===== src/rtl/dtc_pkg.sv =====
package dtc_pkg;
  localparam int WORD_W = 32;
  localparam int CTRL_W = 11;

  // control/status bit positions
  localparam int CB_MODE = 0;
  localparam int CB_DOWN = 1;
  localparam int CB_GEN  = 2;
  localparam int CB_CAP  = 3;
  localparam int CB_ARLD = 4;
  localparam int CB_LDB  = 5;
  localparam int CB_IE   = 6;
  localparam int CB_EN   = 7;
  localparam int CB_FLAG = 8;
  localparam int CB_PWM  = 9;
  localparam int CB_ALL  = 10;

  typedef enum logic [1:0] {
    SLOT_CTRL  = 2'd0,
    SLOT_LOAD  = 2'd1,
    SLOT_COUNT = 2'd2,
    SLOT_RSVD  = 2'd3
  } slot_e;
endpackage


===== src/rtl/dtc_decode.sv =====
module dtc_decode #(
  parameter int NUM_TIMERS = 2,
  parameter int ADDR_W     = 8
) (
  input  logic                  req_i,
  input  logic                  we_i,
  input  logic [ADDR_W-1:0]     addr_i,
  output logic [NUM_TIMERS-1:0] wr_sel_o,
  output logic [NUM_TIMERS-1:0] rd_sel_o,
  output dtc_pkg::slot_e        slot_o
);
  localparam int TIDX_W = ADDR_W - 4;

  logic              aligned;
  logic [TIDX_W-1:0] tidx;

  assign aligned = (addr_i[1:0] == 2'b00);
  assign tidx    = addr_i[ADDR_W-1:4];
  assign slot_o  = dtc_pkg::slot_e'(addr_i[3:2]);

  for (genvar i = 0; i < NUM_TIMERS; i++) begin : g_sel
    logic hit;
    assign hit         = req_i && aligned && (tidx == TIDX_W'(i));
    assign wr_sel_o[i] = hit && we_i;
    assign rd_sel_o[i] = hit && !we_i;
  end
endmodule


===== src/rtl/dtc_channel.sv =====
module dtc_channel
  import dtc_pkg::*;
#(
  parameter int CNT_W = 32
) (
  input  logic              clk_i,
  input  logic              rst_ni,
  input  logic              wr_i,
  input  slot_e             slot_i,
  input  logic [CNT_W-1:0]  wdata_i,
  output logic [CTRL_W-1:0] ctrl_o,
  output logic [CNT_W-1:0]  load_o,
  output logic [CNT_W-1:0]  cnt_o,
  output logic              run_o,
  output logic              expire_o,
  output logic              irq_o
);
  logic [CTRL_W-1:0] ctrl_q, ctrl_nx;
  logic [CNT_W-1:0]  load_q, cnt_q, cnt_nx, term;
  logic              live_q, live_nx;
  logic              run, expire, ctrl_wr, load_wr, flag_nx;

  assign ctrl_wr = wr_i && (slot_i == SLOT_CTRL);
  assign load_wr = wr_i && (slot_i == SLOT_LOAD);
  assign run     = ctrl_q[CB_EN] && live_q;
  assign term    = ctrl_q[CB_DOWN] ? '0 : '1;
  assign expire  = run && (cnt_q == term);

  // flag: expiry in the same cycle always wins over a clear
  always_comb begin
    ctrl_nx = ctrl_q;
    flag_nx = ctrl_q[CB_FLAG] | expire;
    if (ctrl_wr) begin
      ctrl_nx = wdata_i[CTRL_W-1:0];
      if (wdata_i[CB_FLAG]) flag_nx = expire;
    end
    ctrl_nx[CB_FLAG] = flag_nx;
  end

  always_comb begin
    cnt_nx  = cnt_q;
    live_nx = live_q;
    if (ctrl_wr && wdata_i[CB_EN]) begin
      cnt_nx  = load_q;
      live_nx = 1'b1;
    end else if (expire) begin
      if (ctrl_q[CB_ARLD]) cnt_nx = load_q;
      else                 live_nx = 1'b0;
    end else if (run) begin
      cnt_nx = ctrl_q[CB_DOWN] ? cnt_q - 1'b1 : cnt_q + 1'b1;
    end
  end

  always_ff @(posedge clk_i or negedge rst_ni) begin
    if (!rst_ni) begin
      ctrl_q <= '0;
      load_q <= '0;
      cnt_q  <= '0;
      live_q <= 1'b0;
    end else begin
      ctrl_q <= ctrl_nx;
      cnt_q  <= cnt_nx;
      live_q <= live_nx;
      if (load_wr) load_q <= wdata_i;
    end
  end

  assign ctrl_o   = ctrl_q;
  assign load_o   = load_q;
  assign cnt_o    = cnt_q;
  assign run_o    = run;
  assign expire_o = expire;
  assign irq_o    = ctrl_q[CB_FLAG] && ctrl_q[CB_IE];
endmodule


===== src/rtl/dtc_readmux.sv =====
module dtc_readmux
  import dtc_pkg::*;
#(
  parameter int NUM_TIMERS = 2,
  parameter int CNT_W      = 32
) (
  input  logic [NUM_TIMERS-1:0]             rd_sel_i,
  input  slot_e                             slot_i,
  input  logic [NUM_TIMERS-1:0][CTRL_W-1:0] ctrl_i,
  input  logic [NUM_TIMERS-1:0][CNT_W-1:0]  load_i,
  input  logic [NUM_TIMERS-1:0][CNT_W-1:0]  cnt_i,
  output logic [CNT_W-1:0]                  data_o
);
  always_comb begin
    data_o = '0;
    for (int i = 0; i < NUM_TIMERS; i++) begin
      if (rd_sel_i[i]) begin
        case (slot_i)
          SLOT_CTRL:  data_o = CNT_W'(ctrl_i[i]);
          SLOT_LOAD:  data_o = load_i[i];
          SLOT_COUNT: data_o = cnt_i[i];
          default:    data_o = '0;
        endcase
      end
    end
  end
endmodule


===== src/rtl/dtc_top.sv =====
module dtc_top
  import dtc_pkg::*;
#(
  parameter int NUM_TIMERS = 2,
  parameter int ADDR_W     = 8
) (
  input  logic              clk_i,
  input  logic              rst_ni,
  input  logic              req_i,
  input  logic              we_i,
  input  logic [ADDR_W-1:0] addr_i,
  input  logic [31:0]       wdata_i,
  output logic [31:0]       rdata_o,
  output logic              rvalid_o,
  output logic              irq_o
);
  localparam int CNT_W = WORD_W;

  logic [NUM_TIMERS-1:0]             wr_sel, rd_sel;
  slot_e                             slot;
  logic [NUM_TIMERS-1:0][CTRL_W-1:0] ctrl_w;
  logic [NUM_TIMERS-1:0][CNT_W-1:0]  load_w, cnt_w;
  logic [NUM_TIMERS-1:0]             run_w, expire_w, flag_w, irq_w;
  logic [CNT_W-1:0]                  rd_data;
  logic [CNT_W-1:0]                  rdata_q;
  logic                              rvalid_q;

  dtc_decode #(.NUM_TIMERS(NUM_TIMERS), .ADDR_W(ADDR_W)) u_dec (
    .req_i   (req_i),
    .we_i    (we_i),
    .addr_i  (addr_i),
    .wr_sel_o(wr_sel),
    .rd_sel_o(rd_sel),
    .slot_o  (slot)
  );

  for (genvar i = 0; i < NUM_TIMERS; i++) begin : g_tmr
    dtc_channel #(.CNT_W(CNT_W)) u_ch (
      .clk_i   (clk_i),
      .rst_ni  (rst_ni),
      .wr_i    (wr_sel[i]),
      .slot_i  (slot),
      .wdata_i (wdata_i),
      .ctrl_o  (ctrl_w[i]),
      .load_o  (load_w[i]),
      .cnt_o   (cnt_w[i]),
      .run_o   (run_w[i]),
      .expire_o(expire_w[i]),
      .irq_o   (irq_w[i])
    );
    assign flag_w[i] = ctrl_w[i][CB_FLAG];
  end

  dtc_readmux #(.NUM_TIMERS(NUM_TIMERS), .CNT_W(CNT_W)) u_rmux (
    .rd_sel_i(rd_sel),
    .slot_i  (slot),
    .ctrl_i  (ctrl_w),
    .load_i  (load_w),
    .cnt_i   (cnt_w),
    .data_o  (rd_data)
  );

  always_ff @(posedge clk_i or negedge rst_ni) begin
    if (!rst_ni) begin
      rdata_q  <= '0;
      rvalid_q <= 1'b0;
    end else begin
      rvalid_q <= req_i && !we_i;
      rdata_q  <= (req_i && !we_i) ? rd_data : '0;
    end
  end

  assign rdata_o  = rdata_q;
  assign rvalid_o = rvalid_q;
  assign irq_o    = |irq_w;
endmodule


===== config.mk =====
export PLATFORM = sky130hd
export DESIGN_NAME = dtc_top
export DESIGN_NICKNAME = d
export VERILOG_FILES = /design/src/rtl/dtc_pkg.sv /design/src/rtl/dtc_decode.sv /design/src/rtl/dtc_channel.sv /design/src/rtl/dtc_readmux.sv /design/src/rtl/dtc_top.sv
export SDC_FILE = /design/constraint.sdc
export NUM_CORES = 1
export LEC_CHECK = 0
export BUFFER_PORTS_ARGS = -buffer_cell sky130_fd_sc_hd__buf_2
export CORE_ASPECT_RATIO = 1.1
export CORE_UTILIZATION = 55
export DETAILED_ROUTE_END_ITERATION = 10
export PLACE_DENSITY = 0.77
export SLEW_MARGIN = 0
export SYNTH_ARGS = -nofsm -noshare
export SYNTH_HDL_FRONTEND = slang
export SYNTH_HIERARCHICAL = 1
export SYNTH_SLANG_ARGS = --single-unit

===== constraint.sdc =====
create_clock -name clk_i -period 7.1 [get_ports clk_i]
set_input_delay 0.355 -clock clk_i [delete_from_list [all_inputs] [get_ports clk_i]]
set_output_delay 0.355 -clock clk_i [all_outputs]
set_load 0.05 [all_outputs]

==> metrics <==
Lkg Pwr 6.36 nW; final period demand of the worst path between 3000 and 4000 ps; I/O pin count 78; final worst-path cycle share between 40 and 50%; Detailed Route Iter0 Violations between 1000 and 1500; WL/cell 20.3 um; CTS Buf Count 17; clk buf depth 2; CP peak stage delay 530 ps; Initial Util 56.9%; residual antenna-violating net count after detailed routing 0; CP max FO 35; H-tree levels 4; layout overhead on the synthesized area 8.39%; PortBufs 77; Total GRT Usage a little under a third; DRT Pass-1 Iters 5; final wirelength 33.6 mm; Worst-Skew Late Latency roughly 440 ps; GRT Residual Overflow 0; grt peak-use layer met2; met2 Use GR a little under half; DP HPWL 24.3 mm; Clock transition at path regs 80 ps; CP max stage cell nor4_1; Slew @ Worst Pin ~1000 ps; Clock Skew 12.7 ps; Max Fclk 0.295 GHz; Die Y 159 um; vias in the first global route 10000; row cnt 56; antenna violations before repair 0; GRT met1 Usage 43.8%; worst hold slack 49.1 ps; met3 Usage GRT 4.10%; Resized Gates After CTS 0; Synth Warn # 6; Mapped Area 12300 um2; Synth Area per Inst 9.21 um2; die width 144 um; CP Launch Type flop; first-pass GRT wire length ~54 mm; ratio of cells with drive above 1 in the final layout 17.0%; Net Count, Synth 1439; CP required 7410 ps; Final #Nets 1462; Tot Pwr 5.17 mW; DR vias between 10000 and 15000; largest net degree at the start of global routing 125; VDD IR max 0.195 mV; Fin. Hold Viols 0; Hold Crit Class in -> async; clock sink total 185; crit path capture type flop; core box area ~22000 um2; critical path data arrival time 3710 ps; Relative slew margins about 33%; critical path type reg -> reg; CTS tree built; Synth Instances 1333; DRC 0; RSZ-0062 raised after global routing no; routed vias/inst between 6 and 7; hold_buf cts 0; Root Buffer clkbuf_16; most frequent CP cell buf_4; Max Slew Vio Count 0; most frequent cells in the layout 185 x dfrtp_1, 129 x nand2_1, 120 x a21oi_1, 86 x nor2_1, 80 x mux2_2; Post CTS Setup Buffer Count 0; status completed; Inserted Diodes 0; die area 22900 um2; max-cap violation count 0; crit path cell chain buf_4 > ha_1 > nand4_1 > nor4_1 > nand4_2 > nand2_1 > buf_4 > nor3_1 > mux2i_1 > nand3_1; Final GP Congestion just under 1; # setup viols final 0; Fin Setup TNS 0 ps; commonest non-fill, non-tap cell in the layout dfrtp_1; Cell Pwr Density between 300 and 400 nW/um2
==> where the power goes <==
part,internal (mW),switching [mW],total (mW)
logic,1.11,1.62,2.73
registers,1.24,0.245,1.49
clock network,0.499,0.450,0.948
total,2.85,2.32,5.17
==> metrics by stage <==
step           instance area, um2  std cells  worst slack (ps)  util (%)
3_5_place_dp                12700       1627              3770      59.0
2_1_floorplan               12300       1333              3990         -
5_1_grt                     13300       1659              3460      61.7
6_report                    13300       1659              3710      61.7
3_3_place_gp                12700       1627              3860      59.0
4_1_cts                     13300       1659              3750      61.7
==> metal layers <==
layer	routed length [um]	share of wire, %	up-vias
met5	0	0	-
met4	881	2.6	0
li1	-	-	4955
met2	15700	47	376
met1	14800	44	5233
met3	2160	6.4	61
==> sequential cells by signal, indices dropped and copies added (netlist names) <==
name	cells
g_tmr.u_ch/cnt_o	64
rvalid_o	1
g_tmr.u_ch/live_q	2
rdata_o	32
g_tmr.u_ch/load_o	64
g_tmr.u_ch/ctrl_o	22
==> cell type report <==
class / instances / area (um2)
Multi-Input combinational cell: 1029 / 7100
Timing Repair Buffer: 95 / 529
Inverter: 28 / 105
Clock buffer: 17 / 425
Clock inverter: 15 / 154
Sequential cell: 185 / 4630
Fill cell: 1842 / 8270
Tap cell: 290 / 363
==> final timing paths <==
kind,from,end,slack (ps),cells after the start
hold / removal,rst_ni,g_tmr[1].u_ch/cnt_o[23]$_DFFE_PN0P_,50,1
setup reg to reg,g_tmr[0].u_ch/ctrl_o[1]$_DFFE_PN0P_,g_tmr[0].u_ch/cnt_o[19]$_DFFE_PN0P_,3710,10
hold reg to reg,g_tmr[1].u_ch/ctrl_o[8]$_DFF_PN0_,g_tmr[1].u_ch/ctrl_o[8]$_DFF_PN0_,500,2
max in group asynchronous,rst_ni,g_tmr[0].u_ch/load_o[11]$_DFFE_PN0P_,5620,2
setup / recovery,g_tmr[0].u_ch/ctrl_o[1]$_DFFE_PN0P_,g_tmr[0].u_ch/cnt_o[19]$_DFFE_PN0P_,3710,10
min in group clk_i,wdata_i[26],g_tmr[1].u_ch/load_o[26]$_DFFE_PN0P_,170,2
==> worst max-delay path: cells and delay by family, from the launching register on <==
kind,cells,cell delay [ps]
multiplexers,1,180
AND/OR/NAND/NOR,6,1520
adder cells (fa/ha/maj),1,520
flip-flops,1,380
buffers and inverters,2,650
(Power assumes the default switching activity.)
